==> config.mk <==
export PLATFORM = sky130hd
export DESIGN_NAME = spi_pack_port
export DESIGN_NICKNAME = d
export VERILOG_FILES = /design/src/rtl/spi_pack_pkg.sv /design/src/rtl/spi_pack_elig.sv /design/src/rtl/spi_pack_tx.sv /design/src/rtl/spi_pack_rx.sv /design/src/rtl/spi_pack_port.sv
export SDC_FILE = /design/constraint.sdc
export NUM_CORES = 1
export LEC_CHECK = 0
export BUFFER_PORTS_ARGS = -buffer_cell sky130_fd_sc_hd__buf_2
export CORE_UTILIZATION = 40
export DETAILED_ROUTE_END_ITERATION = 8
export PLACE_DENSITY = 0.78
export SYNTH_ARGS = -nofsm -noshare
export SYNTH_HDL_FRONTEND = slang
export SYNTH_SLANG_ARGS = --single-unit
export TNS_END_PERCENT = 1
==> constraint.sdc <==
create_clock -name clk_i -period 0.8 [get_ports clk_i]
set_clock_uncertainty 0.2 [all_clocks]
set_input_delay 0.12 -clock clk_i [delete_from_list [all_inputs] [get_ports clk_i]]
set_output_delay 0.12 -clock clk_i [all_outputs]
set_load 0.005 [all_outputs]
==> src/rtl/spi_pack_pkg.sv <==
package spi_pack_pkg;
  parameter int unsigned BUS_W  = 32;
  parameter int unsigned LANE_W = 16;

  typedef enum logic [1:0] {
    ACC_BYTE = 2'd0,
    ACC_HALF = 2'd1,
    ACC_WORD = 2'd2,
    ACC_RSVD = 2'd3
  } acc_size_e;
endpackage

==> src/rtl/spi_pack_elig.sv <==
module spi_pack_elig #(
  parameter int unsigned THR_W = 2
) (
  input  logic [THR_W-1:0] tx_thr_i,
  input  logic [THR_W-1:0] rx_thr_i,
  input  logic             client_i,
  input  logic             var_sel_i,
  output logic             tx_multi_o,
  output logic             rx_multi_o
);
  assign tx_multi_o = (tx_thr_i != '0) && !var_sel_i;
  assign rx_multi_o = (rx_thr_i != '0) && client_i;
endmodule

==> src/rtl/spi_pack_tx.sv <==
module spi_pack_tx
  import spi_pack_pkg::*;
#(
  parameter int unsigned ITEM_W = 16,
  parameter int unsigned LVL_W  = 5,
  parameter int unsigned CNT_W  = 3,
  parameter int unsigned MAX_WR = BUS_W / LANE_W
) (
  input  acc_size_e                 size_i,
  input  logic [BUS_W-1:0]          wdata_i,
  input  logic                      narrow_i,
  input  logic                      multi_i,
  input  logic [LVL_W-1:0]          free_i,
  output logic [CNT_W-1:0]          cnt_o,
  output logic [MAX_WR*ITEM_W-1:0]  data_o,
  output logic                      ovf_o
);
  logic [CNT_W-1:0]  cap;
  logic [ITEM_W-1:0] item_mask;

  always_comb begin
    cap = CNT_W'(1);
    if (multi_i && (size_i == ACC_WORD || size_i == ACC_RSVD)) cap = CNT_W'(MAX_WR);
    if (int'(free_i) < int'(cap)) begin
      cnt_o = CNT_W'(free_i);
      ovf_o = 1'b1;
    end else begin
      cnt_o = cap;
      ovf_o = 1'b0;
    end
    item_mask = (narrow_i || size_i == ACC_BYTE) ? ITEM_W'(8'hff) : '1;
  end

  for (genvar k = 0; k < MAX_WR; k++) begin : g_lane
    assign data_o[k*ITEM_W +: ITEM_W] =
      (CNT_W'(k) < cnt_o) ? (wdata_i[k*LANE_W +: ITEM_W] & item_mask) : '0;
  end
endmodule

==> src/rtl/spi_pack_rx.sv <==
module spi_pack_rx
  import spi_pack_pkg::*;
#(
  parameter int unsigned ITEM_W = 16,
  parameter int unsigned LVL_W  = 5,
  parameter int unsigned CNT_W  = 3,
  parameter int unsigned MAX_RD = BUS_W / 8
) (
  input  acc_size_e                 size_i,
  input  logic                      narrow_i,
  input  logic                      multi_i,
  input  logic [LVL_W-1:0]          level_i,
  input  logic [MAX_RD*ITEM_W-1:0]  peek_i,
  output logic [CNT_W-1:0]          cnt_o,
  output logic [BUS_W-1:0]          rdata_o
);
  localparam int unsigned NW = BUS_W / LANE_W;

  logic              lane8;
  logic [CNT_W-1:0]  cap;
  logic [ITEM_W-1:0] item_mask;
  logic [BUS_W-1:0]  pk8, pk16, full;

  assign lane8     = multi_i && narrow_i;
  assign item_mask = narrow_i ? ITEM_W'(8'hff) : '1;

  always_comb begin
    unique case (size_i)
      ACC_BYTE: cap = CNT_W'(1);
      ACC_HALF: cap = lane8 ? CNT_W'(2) : CNT_W'(1);
      default:  cap = !multi_i ? CNT_W'(1) : (narrow_i ? CNT_W'(MAX_RD) : CNT_W'(NW));
    endcase
    cnt_o = (int'(level_i) < int'(cap)) ? CNT_W'(level_i) : cap;
  end

  for (genvar k = 0; k < MAX_RD; k++) begin : g_n8
    assign pk8[k*8 +: 8] = (CNT_W'(k) < cnt_o) ? peek_i[k*ITEM_W +: 8] : 8'h00;
  end

  for (genvar k = 0; k < NW; k++) begin : g_n16
    assign pk16[k*LANE_W +: LANE_W] =
      (CNT_W'(k) < cnt_o) ? LANE_W'(peek_i[k*ITEM_W +: ITEM_W] & item_mask) : '0;
  end

  always_comb begin
    full = lane8 ? pk8 : pk16;
    unique case (size_i)
      ACC_BYTE: rdata_o = full & BUS_W'(32'h0000_00ff);
      ACC_HALF: rdata_o = full & BUS_W'(32'h0000_ffff);
      default:  rdata_o = full;
    endcase
  end
endmodule

==> src/rtl/spi_pack_port.sv <==
module spi_pack_port
  import spi_pack_pkg::*;
#(
  parameter int unsigned ITEM_W     = 16,
  parameter int unsigned FIFO_DEPTH = 16,
  parameter int unsigned THR_W      = 2,
  localparam int unsigned LVL_W  = $clog2(FIFO_DEPTH + 1),
  localparam int unsigned CNT_W  = 3,
  localparam int unsigned MAX_WR = BUS_W / LANE_W,
  localparam int unsigned MAX_RD = BUS_W / 8
) (
  input  logic                     clk_i,
  input  logic                     rst_ni,
  input  logic                     acc_valid_i,
  input  logic                     acc_write_i,
  input  logic [1:0]               acc_size_i,
  input  logic [BUS_W-1:0]         acc_wdata_i,
  input  logic                     cfg_narrow_i,
  input  logic                     cfg_client_i,
  input  logic                     cfg_var_sel_i,
  input  logic [THR_W-1:0]         cfg_tx_thr_i,
  input  logic [THR_W-1:0]         cfg_rx_thr_i,
  input  logic [LVL_W-1:0]         tx_free_i,
  input  logic [LVL_W-1:0]         rx_level_i,
  input  logic [MAX_RD*ITEM_W-1:0] rx_peek_i,
  output logic                     tx_push_o,
  output logic [CNT_W-1:0]         tx_push_cnt_o,
  output logic [MAX_WR*ITEM_W-1:0] tx_push_data_o,
  output logic                     tx_ovf_o,
  output logic                     rx_pop_o,
  output logic [CNT_W-1:0]         rx_pop_cnt_o,
  output logic                     rd_valid_o,
  output logic [BUS_W-1:0]         rd_data_o
);
  acc_size_e                 size;
  logic                      tx_multi, rx_multi;
  logic [CNT_W-1:0]          tx_cnt, rx_cnt;
  logic [MAX_WR*ITEM_W-1:0]  tx_data;
  logic                      tx_ovf;
  logic [BUS_W-1:0]          rx_data;
  logic                      do_wr, do_rd;

  assign size  = acc_size_e'(acc_size_i);
  assign do_wr = acc_valid_i && acc_write_i;
  assign do_rd = acc_valid_i && !acc_write_i;

  spi_pack_elig #(.THR_W(THR_W)) u_elig (
    .tx_thr_i  (cfg_tx_thr_i),
    .rx_thr_i  (cfg_rx_thr_i),
    .client_i  (cfg_client_i),
    .var_sel_i (cfg_var_sel_i),
    .tx_multi_o(tx_multi),
    .rx_multi_o(rx_multi)
  );

  spi_pack_tx #(.ITEM_W(ITEM_W), .LVL_W(LVL_W), .CNT_W(CNT_W), .MAX_WR(MAX_WR)) u_tx (
    .size_i  (size),
    .wdata_i (acc_wdata_i),
    .narrow_i(cfg_narrow_i),
    .multi_i (tx_multi),
    .free_i  (tx_free_i),
    .cnt_o   (tx_cnt),
    .data_o  (tx_data),
    .ovf_o   (tx_ovf)
  );

  spi_pack_rx #(.ITEM_W(ITEM_W), .LVL_W(LVL_W), .CNT_W(CNT_W), .MAX_RD(MAX_RD)) u_rx (
    .size_i  (size),
    .narrow_i(cfg_narrow_i),
    .multi_i (rx_multi),
    .level_i (rx_level_i),
    .peek_i  (rx_peek_i),
    .cnt_o   (rx_cnt),
    .rdata_o (rx_data)
  );

  always_ff @(posedge clk_i or negedge rst_ni) begin
    if (!rst_ni) begin
      tx_push_o      <= 1'b0;
      tx_push_cnt_o  <= '0;
      tx_push_data_o <= '0;
      tx_ovf_o       <= 1'b0;
      rx_pop_o       <= 1'b0;
      rx_pop_cnt_o   <= '0;
      rd_valid_o     <= 1'b0;
      rd_data_o      <= '0;
    end else begin
      tx_push_o      <= do_wr && (tx_cnt != '0);
      tx_push_cnt_o  <= do_wr ? tx_cnt : '0;
      tx_push_data_o <= do_wr ? tx_data : '0;
      tx_ovf_o       <= do_wr && tx_ovf;
      rx_pop_o       <= do_rd && (rx_cnt != '0);
      rx_pop_cnt_o   <= do_rd ? rx_cnt : '0;
      rd_valid_o     <= do_rd;
      rd_data_o      <= do_rd ? rx_data : '0;
    end
  end


  no_idle_strobe_chk: assert property (@(posedge clk_i) disable iff (!rst_ni)
    !$past(acc_valid_i) |-> !tx_push_o && !rx_pop_o && !tx_ovf_o && !rd_valid_o);


  pop_cnt_range_chk: assert property (@(posedge clk_i) disable iff (!rst_ni)
    rx_pop_o |-> (rx_pop_cnt_o != '0) && (rx_pop_cnt_o <= CNT_W'(MAX_RD)));


  pop_fit_chk: assert property (@(posedge clk_i) disable iff (!rst_ni)
    rx_pop_o |-> int'(rx_pop_cnt_o) <= int'($past(rx_level_i)));


  push_fit_chk: assert property (@(posedge clk_i) disable iff (!rst_ni)
    tx_push_o |-> int'(tx_push_cnt_o) <= int'($past(tx_free_i)));


  ovf_on_write_chk: assert property (@(posedge clk_i) disable iff (!rst_ni)
    tx_ovf_o |-> $past(acc_valid_i && acc_write_i));


  byte_single_chk: assert property (@(posedge clk_i) disable iff (!rst_ni)
    $past(acc_valid_i && acc_size_i == 2'd0) && (tx_push_o || rx_pop_o)
      |-> (tx_push_cnt_o == CNT_W'(1)) || (rx_pop_cnt_o == CNT_W'(1)));


  tx_single_chk: assert property (@(posedge clk_i) disable iff (!rst_ni)
    tx_push_o && $past(!tx_multi) |-> tx_push_cnt_o == CNT_W'(1));


  rx_single_chk: assert property (@(posedge clk_i) disable iff (!rst_ni)
    rx_pop_o && $past(!rx_multi) |-> rx_pop_cnt_o == CNT_W'(1));
endmodule

==> results_dict.tcl <==
set metrics [dict create \
    grt_pass1_wl_um 12900 \
    clkPwrFrac_pct 35.3 \
    fillers 523 \
    cts.clk_slew.worst_paths_ns 0.09 \
    cap_violations 0 \
    grt_use_total_pct 23.2 \
    place_inst 499 \
    drive_gt1_share_pct 61.8 \
    ctsLongestPathBuffers 2 \
    fin_crit_ns 1.89 \
    dp_hpwl_um 6200 \
    syn_nets 328 \
    yosysUniqueCellTypes 37 \
    finalSetupTns_ns -96.61 \
    fin_cells 520 \
    setup_ws_ns -1.09 \
    cts.sinks 74 \
    yosys_register_bits 74 \
    hp-class "in2reg" \
    synth-compound-area-share_pct 14.6 \
    dpl_cell_area_um2 4130 \
    cts_htree_levels 3 \
    pin_count 193 \
    routed_via_density 4.96 \
    gp_congestion 0.894 \
    drt_iter0_drc 56 \
    rows 30 \
    mostFrequentLayoutCell "buf_2" \
    ys_seq_area_share_pct 66.5 \
    drc 0 \
    vias 2581 \
    synthAdderAreaFrac_pct 0.899 \
    postLayoutCellArea_um2 4530 \
    p_seq_share_pct 50.9 \
    path_max_fanout 5 \
    hold_viol_final 67 \
    core_um2 6760 \
    rsz0062_at_grt "yes" \
    crit_end "rd_data_o[14]" \
    nNetsFinal 556 \
    hold_buffers 1 \
    intPower_mw 5.56 \
    cts_tree "yes" \
    cts_buffers 9 \
    hold_ws_ns -0.224 \
    crit_path_end_kind "flop" \
    wire_per_inst_um 16.1 \
    max_freq_mhz 529 \
    start_util_pct 41.2 \
    antenna_left 0 \
    worstSetupStartpointType "input port" \
    period_share_pct 236 \
    area_growth_syn_to_layout_pct 62.8 \
    arrival_ns 1.92 \
    synth-simple-area-share_pct 16.3 \
    drtPass1Iterations 4 \
    mostFrequentLayoutCells "buf_2, dfrtp_1, buf_4" \
    violations "hold timing, setup timing" \
    startpoint "cfg_rx_thr_i[0]" \
    p_comb_share_pct 13.8 \
    synth_mux_area_share_pct 0 \
    synthXorXnorAreaFrac_pct 0 \
    powerDensity_nw_per_um2 1670 \
    grt-ovfl-total 0 \
    status "finished with violations" \
    crit_required_ns 0.83 \
    path_class "in2reg" \
    port_buffers 176 \
    antennaDiodeCount 0 \
    antenna_found_initial 0 \
    clockRootBuffer "clkbuf_8" \
    hp-start "acc_wdata_i[17]" \
    p_leak_nw 2.57 \
    syn_area_per_cell_um2 13.4 \
    power_switching_mw 2.01 \
    wl_um 8350 \
    die_h_um 85.4 \
    preCtsSetupSlack_ns -1.64 \
    switching_share_pct 26.6 \
    netlist_area_um2 2780 \
    power_mw 7.58 \
    die_area_um2 7300 \
    grt_max_degree 25 \
    drv_slew 0 \
    setup_violations 146 \
    dieWidth_um 85.4 \
    synthCells 207 \
    ir_worst_vdd_v 0.000670 \
    grt_pass1_vias 2625 \
    synth_top_family_by_area "simple AND/OR/NAND/NOR gates" \
    yosysWarnings 0 \
]
-- kinds of logic (layout without fill, tap and decap cells) --
group | after synthesis | after routing
flops | 74 | 74
simple gates | 70 | 70
compound gates | 51 | 51
buf+inv | 9 | 242
fa+ha+maj | 2 | 2
other cells | 1 | 1
-- state kept, by name, indices dropped and copies added, names as in the netlist --
register	count
tx_ovf_o	1
tx_push_data_o	32
tx_push_o	1
rx_pop_o	1
rx_pop_cnt_o	3
rd_valid_o	1
rd_data_o	32
tx_push_cnt_o	3
-- worst max-delay path, cell delays in order --
cell and delay [ns]:
buf_6 0.07, o211a_4 0.17, nand2_4 0.05, ha_4 0.15
or4_4 0.43, buf_6 0.14, a211oi_4 0.24, a31oi_4 0.16
buf_6 0.16, a32o_1 0.21
-- Yosys cell counts (all sizes together) --
master | instances | share of area, %
and2 | 24 | 5.4
and2b | 1 | 0.31
conb | 1 | 0.13
and3 | 17 | 4.0
nor3b | 1 | 0.27
and3b | 1 | 0.31
nor3 | 1 | 0.18
a21oi | 5 | 0.90
dfrtp | 74 | 67
a32o | 8 | 2.9
o21bai | 1 | 0.27
o211ai | 2 | 0.54
o211a | 1 | 0.36
nor4 | 4 | 2.0
o21ai | 5 | 0.90
o21a | 2 | 0.54
nand2 | 6 | 0.81
a211o | 2 | 0.63
a211oi | 3 | 0.81
nand2b | 2 | 0.45
ha | 2 | 0.90
or2b | 1 | 0.31
a21o | 1 | 0.31
or4 | 2 | 0.67
a31oi | 3 | 0.67
clkbuf | 6 | 1.2
a22o | 16 | 5.0
nor2b | 1 | 0.22
a311oi | 1 | 0.31
nor2 | 5 | 0.67
o2111a | 1 | 0.40
nand3 | 4 | 0.72
inv | 3 | 0.40
-- layer usage --
metal	global-route usage (%)	wire length [um]	vias up
met3	5.45	494	11
met2	40.9	4500	107
li1	-	-	1212
met5	0	0	-
met1	27.5	3210	1251
met4	8.79	140	0
-- metrics by stage --
step | util, % | hold WS, ns
2_1_floorplan | - | -0.376
3_3_place_gp | 61.1 | -0.0633
3_5_place_dp | 61.1 | -0.0659
4_1_cts | 65.9 | -0.243
5_1_grt | 67.1 | -0.231
6_report | 67.1 | -0.224
-- repair_timing --
| action | 4_1_cts | 5_1_grt |
|---|---|---|
| pin swaps | 22 | 25 |
| endpoints found under the hold margin | 144 | 67 |
| setup endpoints to repair | 146 | 146 |
| gates resized for setup | 29 | 18 |
| cloned | 2 | 0 |
| setup buffers | 2 | 1 |
-- cell type report --
class                      instances  area, um2  share of cell area (%)
inverter                           3       11.3                   0.248
tap                               80        100                    2.21
clock inverter                     7       60.1                    1.33
multi-input combinational        124       1040                    22.9
timing repair buffer             223       1350                    29.7
clock buffer                       9        124                    2.73
sequential                        74       1850                    40.9
-- worst min path at each step --
| stage | endpoint | depth (start not counted) | slack, ns |
|---|---|---|---|
| after floorplan | rd_data_o[0] | 0 | -0.38 |
| after CTS | rd_data_o[0] | 2 | -0.24 |
| after global routing | rd_data_o[21] | 2 | -0.23 |
| after global placement | tx_push_data_o[25] | 2 | -0.06 |
| final | tx_push_data_o[17] | 2 | -0.22 |
| after detailed placement | tx_push_data_o[29] | 2 | -0.07 |
-- power groups by stage --
stage	combinational (mW)	sequential [mW]	clock, mW
floorplan	0.242	3.95	0
global placement	0.909	3.93	0
detailed placement	0.936	3.93	0
CTS	1.01	3.85	2.73
global route	1.14	3.86	2.91
finish	1.05	3.85	2.68
Note: power is estimated with default switching activity, not from simulation.
